$ cat src/rtl/zlfsr_pkg.sv
`timescale 1ns/1ps
package zlfsr_pkg;
  typedef enum logic [1:0] {ZL_HOLD, ZL_LOAD, ZL_STEP} zl_op_e;

  // Tap mask of a maximal-length polynomial; bit k-1 set for tap k.
  function automatic logic [31:0] tap_mask(input int w);
    logic [31:0] m;
    m = '0;
    case (w)
      3:  begin m[2] = 1'b1; m[1] = 1'b1; end
      4:  begin m[3] = 1'b1; m[2] = 1'b1; end
      5:  begin m[4] = 1'b1; m[2] = 1'b1; end
      6:  begin m[5] = 1'b1; m[4] = 1'b1; end
      7:  begin m[6] = 1'b1; m[5] = 1'b1; end
      8:  begin m[7] = 1'b1; m[5] = 1'b1; m[4] = 1'b1; m[3] = 1'b1; end
      9:  begin m[8] = 1'b1; m[4] = 1'b1; end
      10: begin m[9] = 1'b1; m[6] = 1'b1; end
      11: begin m[10] = 1'b1; m[8] = 1'b1; end
      12: begin m[11] = 1'b1; m[5] = 1'b1; m[3] = 1'b1; m[0] = 1'b1; end
      13: begin m[12] = 1'b1; m[3] = 1'b1; m[2] = 1'b1; m[0] = 1'b1; end
      14: begin m[13] = 1'b1; m[4] = 1'b1; m[2] = 1'b1; m[0] = 1'b1; end
      15: begin m[14] = 1'b1; m[13] = 1'b1; end
      16: begin m[15] = 1'b1; m[14] = 1'b1; m[12] = 1'b1; m[3] = 1'b1; end
      default: m = '0;
    endcase
    return m;
  endfunction
endpackage

$ cat src/rtl/zlfsr_next.sv
`timescale 1ns/1ps
module zlfsr_next #(
  parameter int W = 12
) (
  input  logic [W-1:0] cur_i,
  output logic [W-1:0] nxt_o
);
  import zlfsr_pkg::*;
  localparam logic [31:0]  MASK32 = tap_mask(W);
  localparam logic [W-1:0] TAPS   = MASK32[W-1:0];

  logic lin_fb;
  logic low_zero;

  always_comb begin
    lin_fb   = ^(cur_i & TAPS);
    // Only the outgoing top bit may be set: flip feedback to splice in zero.
    low_zero = ~|cur_i[W-2:0];
    nxt_o    = {cur_i[W-2:0], lin_fb ^ low_zero};
  end
endmodule

$ cat src/rtl/zlfsr_state.sv
`timescale 1ns/1ps
module zlfsr_state #(
  parameter int W = 12,
  parameter logic [W-1:0] RESET_VAL = 1
) (
  input  logic         clk_i,
  input  logic         arst_i,
  input  logic         load_i,
  input  logic         step_i,
  input  logic [W-1:0] seed_i,
  input  logic [W-1:0] nxt_i,
  output logic [W-1:0] q_o
);
  import zlfsr_pkg::*;
  zl_op_e op;

  always_comb begin
    if (load_i)      op = ZL_LOAD;
    else if (step_i) op = ZL_STEP;
    else             op = ZL_HOLD;
  end

  always_ff @(posedge clk_i or posedge arst_i) begin
    if (arst_i) begin
      q_o <= RESET_VAL;
    end else begin
      case (op)
        ZL_LOAD: q_o <= seed_i;
        ZL_STEP: q_o <= nxt_i;
        default: q_o <= q_o;
      endcase
    end
  end
endmodule

$ cat src/rtl/zlfsr_gen.sv
`timescale 1ns/1ps
module zlfsr_gen #(
  parameter int W = 12
) (
  input  logic         clk_i,
  input  logic         arst_i,
  input  logic         load_i,
  input  logic [W-1:0] seed_i,
  input  logic         step_i,
  output logic [W-1:0] state_o
);
  localparam logic [W-1:0] RESET_VAL = W'(1);

  logic [W-1:0] cur;
  logic [W-1:0] nxt;

  zlfsr_next #(.W(W)) u_next (
    .cur_i (cur),
    .nxt_o (nxt)
  );

  zlfsr_state #(.W(W), .RESET_VAL(RESET_VAL)) u_state (
    .clk_i  (clk_i),
    .arst_i (arst_i),
    .load_i (load_i),
    .step_i (step_i),
    .seed_i (seed_i),
    .nxt_i  (nxt),
    .q_o    (cur)
  );

  assign state_o = cur;
endmodule

$ cat config.mk
export PLATFORM = sky130hd
export DESIGN_NAME = zlfsr_gen
export DESIGN_NICKNAME = d
export VERILOG_FILES = /design/src/rtl/zlfsr_pkg.sv /design/src/rtl/zlfsr_next.sv /design/src/rtl/zlfsr_state.sv /design/src/rtl/zlfsr_gen.sv
export SDC_FILE = /design/constraint.sdc
export NUM_CORES = 1
export LEC_CHECK = 0
export BUFFER_PORTS_ARGS = -buffer_cell sky130_fd_sc_hd__buf_2
export CAP_MARGIN = 20
export CORE_UTILIZATION = 37
export CTS_BUF_LIST = sky130_fd_sc_hd__clkbuf_8 sky130_fd_sc_hd__clkbuf_16
export DETAILED_ROUTE_END_ITERATION = 12
export PLACE_DENSITY_LB_ADDON = 0.12
export SLEW_MARGIN = 0
export SYNTH_ARGS = -nofsm -noshare
export SYNTH_HDL_FRONTEND = slang
export SYNTH_HIERARCHICAL = 1
export SYNTH_SLANG_ARGS = --single-unit
$ cat constraint.sdc
create_clock -name clk_i -period 1.4 [get_ports clk_i]
set_input_delay 0 -clock clk_i [delete_from_list [all_inputs] [get_ports clk_i]]
set_output_delay 0 -clock clk_i [all_outputs]
set_load 0.02 [all_outputs]
Word level (Yosys, flattened, before mapping)
Index checks and enable logic that the tools add are counted.
{ "op_classes": {"multipliers": 0, "n_mux": 3, "n_eq_ne": 2, "n_reduce_logical": 4, "n_div": 0, "addsub": 0, "bitwise_logic": 1, "shift": 0, "magnitude_cmp": 0} }
{ "op_table": {"columns": ["operator", "n"], "rows": [
  ["12-bit one-hot mux with 2 select lines", 1],
  ["12-bit XOR reduction", 1],
  ["11-bit OR reduction", 1],
  ["2-bit two-way mux", 2],
  ["2-bit by 1-bit equality test with 1-bit output (second input constant)", 1],
  ["2-bit equality test (second input constant)", 1],
  ["2-bit nonzero test", 1],
  ["1-bit logical NOT", 1],
  ["1-bit XOR", 1]
]} }
{ "word_totals": {"regBits": 12, "romBits": 0, "latchBits": 0, "inputBits": 16, "ram_bits": 0, "mem_count": 0, "out_inout_bits": 12} }

Logic depth before layout (Yosys ltp)
{ "logic_depth": {"depth_word": 4, "ltp_mapped": 5, "depth_no_buf": 5} }

By module
Netlist, hierarchy kept.
{ "modules_own_cells": {"columns": ["mod", "cells_each", "area_per_inst_um2", "n_inst", "seq_area_each_um2"], "rows": [
  ["zlfsr_state", 52, 554.3, 1, 301.5],
  ["zlfsr_next", 19, 146.4, 1, 0.0]
]} }

Least setup slack after synthesis
No wires, ideal clock.
{ "synth_path": {"path_type": "flip-flop to flip-flop", "from": "reg u_state.q_o[0]", "to": "reg u_state.q_o[0]", "arrival_time_ns": 1.222, "setup_slack_ns": 0.106, "n_path_buf": 0, "path_stages_with_launch": 6, "cell_sequence": "dfstp_2 -> xnor2_1 -> xnor2_1 -> xnor2_1 -> mux2i_1 -> o21ai_1"} }
{ "synth_between": {"elab_chain_len": 4, "elab_cells_between_ends": 5, "classes_between": "mux (1); bitwise (1); reduce/logical (3)"} }
{ "synth_lines": {"columns": ["element", "line_no", "source"], "rows": [
  ["start, declared", "zlfsr_state.sv:12", "output logic [W-1:0] q_o"],
  ["start signal, assigned", "zlfsr_state.sv:28", "ZL_LOAD: q_o <= seed_i;"],
  ["start signal, assigned", "zlfsr_state.sv:29", "ZL_STEP: q_o <= nxt_i;"],
  ["start signal, assigned", "zlfsr_state.sv:30", "default: q_o <= q_o;"],
  ["11-bit OR reduction", "zlfsr_next.sv:18", "low_zero = ~|cur_i[W-2:0];"],
  ["1-bit logical NOT", "zlfsr_next.sv:18", null],
  ["1-bit XOR (*)", "zlfsr_next.sv:19", "nxt_o = {cur_i[W-2:0], lin_fb ^ low_zero};"],
  ["named net nxt[0]", "zlfsr_gen.sv:15", "logic [W-1:0] nxt;"],
  ["12-bit one-hot mux with 2 select lines (*)", "zlfsr_state.sv:27", "case (op)"]
]} }
Mark *: on every way through the listed nets, which the timed path passes. The rest lies on a longest branch.
A chain may end at the register's enable or synchronous reset.

Worst setup path in the final report
{ "layout_path": {"from": "reg u_state.q_o[3]", "to": "reg u_state.q_o[0]"} }
The elaborated chain is that of the path after synthesis.

==> results_dict.tcl <==
set metrics [dict create \
    yosys.area_share.simple 0.1054 \
    drv_slew 0 \
    coreArea_um2 1745 \
    totalWireLength_mm 1.509 \
    synth_adder_area_share 0 \
    fmax_mhz 778.1 \
    vias 577 \
    io_buffers 27 \
    dr.pass1.iters 3 \
    finalCriticalPeriod_ps 1285 \
    cap_violations 0 \
    drt_iter0_drc 1 \
    yosysSeqAreaShare 0.4304 \
    clock_path_buffers 2 \
    post-route-drc-count 0 \
    synth_area_leaders "dfrtp_1 39%, mux2i_1 17%, buf_4 12%" \
    grt_pass1_wl_mm 2.352 \
    crit_arrival_ps 1460 \
    cp-start-kind "register" \
    crit_path_end_kind "register" \
    tightest_slew_ps 480.7 \
    ys_types 18 \
    synth_top_family_by_area "multiplexers" \
    synth.avg_cell_area_um2 9.869 \
    critPathKind "reg -> reg" \
    largest_register "u_state/q_o" \
    whs_ps 141.5 \
    via_per_inst 4.508 \
    synth_compound_area_frac 0.09107 \
    cts_max_level 1 \
    insertion_delay_ps 250 \
    path_cells "nor4_2 -> nand3_1 -> xnor2_1 -> mux2i_1 -> o21ai_1" \
    grt-ovfl-total 0 \
    final_cell_area_um2 970.9 \
    gp_congestion 0.7141 \
    routedWlPerCell_um 11.79 \
    largest_reg_flops 12 \
    yosysWarnings 6 \
    finClkSkew_ps 7.020 \
    cts_tree "built" \
    layout_common_cells "27 x buf_2, 13 x dlygate4sd3_1, 12 x mux2i_1, 12 x nand2_1, 11 x dfrtp_1" \
    fillerInstances 180 \
    drive_gt1_frac 0.3592 \
    hold_viol 0 \
    path_max_fanout 4 \
    die_y_um 45.52 \
    antenna_left 0 \
    die_w_um 45.52 \
    maxSlewHeadroom 0.6792 \
    clk_pin_slew_ps 60 \
    critPathSlowestCell "dfrtp_1" \
    layout.nets 120 \
    ios 28 \
    yosys.area.top_type_share 0.3929 \
    final.period_utilization 0.9179 \
    grt_antenna_before_repair 0 \
    top_regs "u_state/q_o x12" \
    min_path_type "in -> reg" \
    final_common_cell "buf_2" \
    grt_pass1_vias 526 \
    p_leak_nw 0.4816 \
    cts-root-buf "clkbuf_8" \
    rows 15 \
    status "completed" \
    yosysTopAreaCell "dfrtp_1" \
    layout_setup_ws_ps 114.9 \
    pre_cts_ws_ps 96.97 \
    synth-seq-cells 12 \
    cts_sinks 12 \
    fin_setup_tns_ps 0 \
    dieArea_um2 2072 \
    hpwlAfterDp_um 945.1 \
    synth_nets 87 \
    syn_area_um2 700.7 \
    grt_usage 0.1649 \
    syn_to_final_growth_pct 38.57 \
    synthMuxAreaShare 0.1714 \
    initial_core_util 0.4014 \
    powerDensity_nw_per_um2 1149 \
    slowest_delay_ps 420 \
    cts_buffers 3 \
    rsz0062_at_grt "no" \
    synthCells 71 \
    finalSetupViolCount 0 \
    diodes 0 \
    reg2reg_slack_ps 110 \
    synthXorXnorAreaFrac 0.05000 \
    worstPathRequired_ps 1580 \
    vdd_drop_max_mv 0.6806 \
    placed_cell_area_um2 764.5 \
    grt_max_degree 25 \
]
[metal layers]
metal,GRT usage,vias up,wire (um)
met1,0.2025,263,711
met2,0.2657,18,720
met5,0,-,0
li1,-,294,-
met3,0.05952,2,68
met4,0.05455,0,8
[final timing paths]
kind                                            startpoint                          end  cells past startpoint
max in group asynchronous                           arst_i   u_state/q_o[0]$_DFFE_PP1P_                      3
min in group asynchronous                           arst_i  u_state/q_o[10]$_DFFE_PP0P_                      3
worst min register to register  u_state/q_o[0]$_DFFE_PP1P_   u_state/q_o[0]$_DFFE_PP1P_                      2
worst max register to register  u_state/q_o[3]$_DFFE_PP0P_   u_state/q_o[0]$_DFFE_PP1P_                      5
worst min-delay path                                load_i   u_state/q_o[0]$_DFFE_PP1P_                      3
worst max-delay path            u_state/q_o[3]$_DFFE_PP0P_   u_state/q_o[0]$_DFFE_PP1P_                      5
[logic make-up after synthesis]
kind of cell	count (synthesis)
mux	12
xor+xnor	4
flops	12
buf+inv	15
compound gates	12
simple gates	16
[worst max-delay path: cells and delay by family (launching register included)]
family | cells | cell delay, ps
AO/OA/AOI/OAI | 1 | 120
flip-flops | 1 | 420
AND/OR/NAND/NOR | 2 | 430
XOR/XNOR | 1 | 170
multiplexers | 1 | 90
[through the flow]
stage | cells | utilization | power, W
2_1_floorplan | 71 | - | 0.0006654
3_3_place_gp | 109 | 0.4380 | 0.0006996
3_5_place_dp | 109 | 0.4380 | 0.0007018
4_1_cts | 126 | 0.5441 | 0.001119
5_1_grt | 128 | 0.5563 | 0.001180
6_report | 128 | 0.5563 | 0.001116
[cells in the mapped netlist, drive strengths merged]
library cell   n
buf           13
xnor2          3
nand2         12
mux2i         12
dfrtp         11
nor3           1
nor4           2
inv            1
dfstp          1
clkbuf         1
nand3          1
xor2           1
o21ai         12
[report_power, final]
part | switching [W] | internal [W] | leakage (nW) | total (W)
Sequential | 0.0000505 | 0.000392 | 0.144 | 0.000442
Combinational | 0.000147 | 0.000144 | 0.309 | 0.000291
Clock | 0.000134 | 0.000249 | 0.0288 | 0.000383
Total | 0.000332 | 0.000784 | 0.482 | 0.00112
[what timing repair did]
| action | 4_1_cts | 5_1_grt |
|---|---|---|
| hold buffers | 13 | 0 |
| gates resized for setup | 0 | 1 |
| endpoints found under the hold margin | 23 | 0 |
| endpoints found under the setup margin | 0 | 1 |
| buffers inserted | 0 | 2 |
[final cells by class]
| type | count | area, um^2 | share of cell area |
|---|---|---|---|
| flip-flops and latches | 12 | 301.5 | 0.3106 |
| multi-input cells | 44 | 299.0 | 0.3080 |
| repair buffers | 42 | 280.3 | 0.2887 |
| clock buffers | 4 | 55.05 | 0.05670 |
| well taps | 25 | 31.28 | 0.03222 |
| inverters | 1 | 3.754 | 0.003866 |
Note: power is estimated with default switching activity, not from simulation.
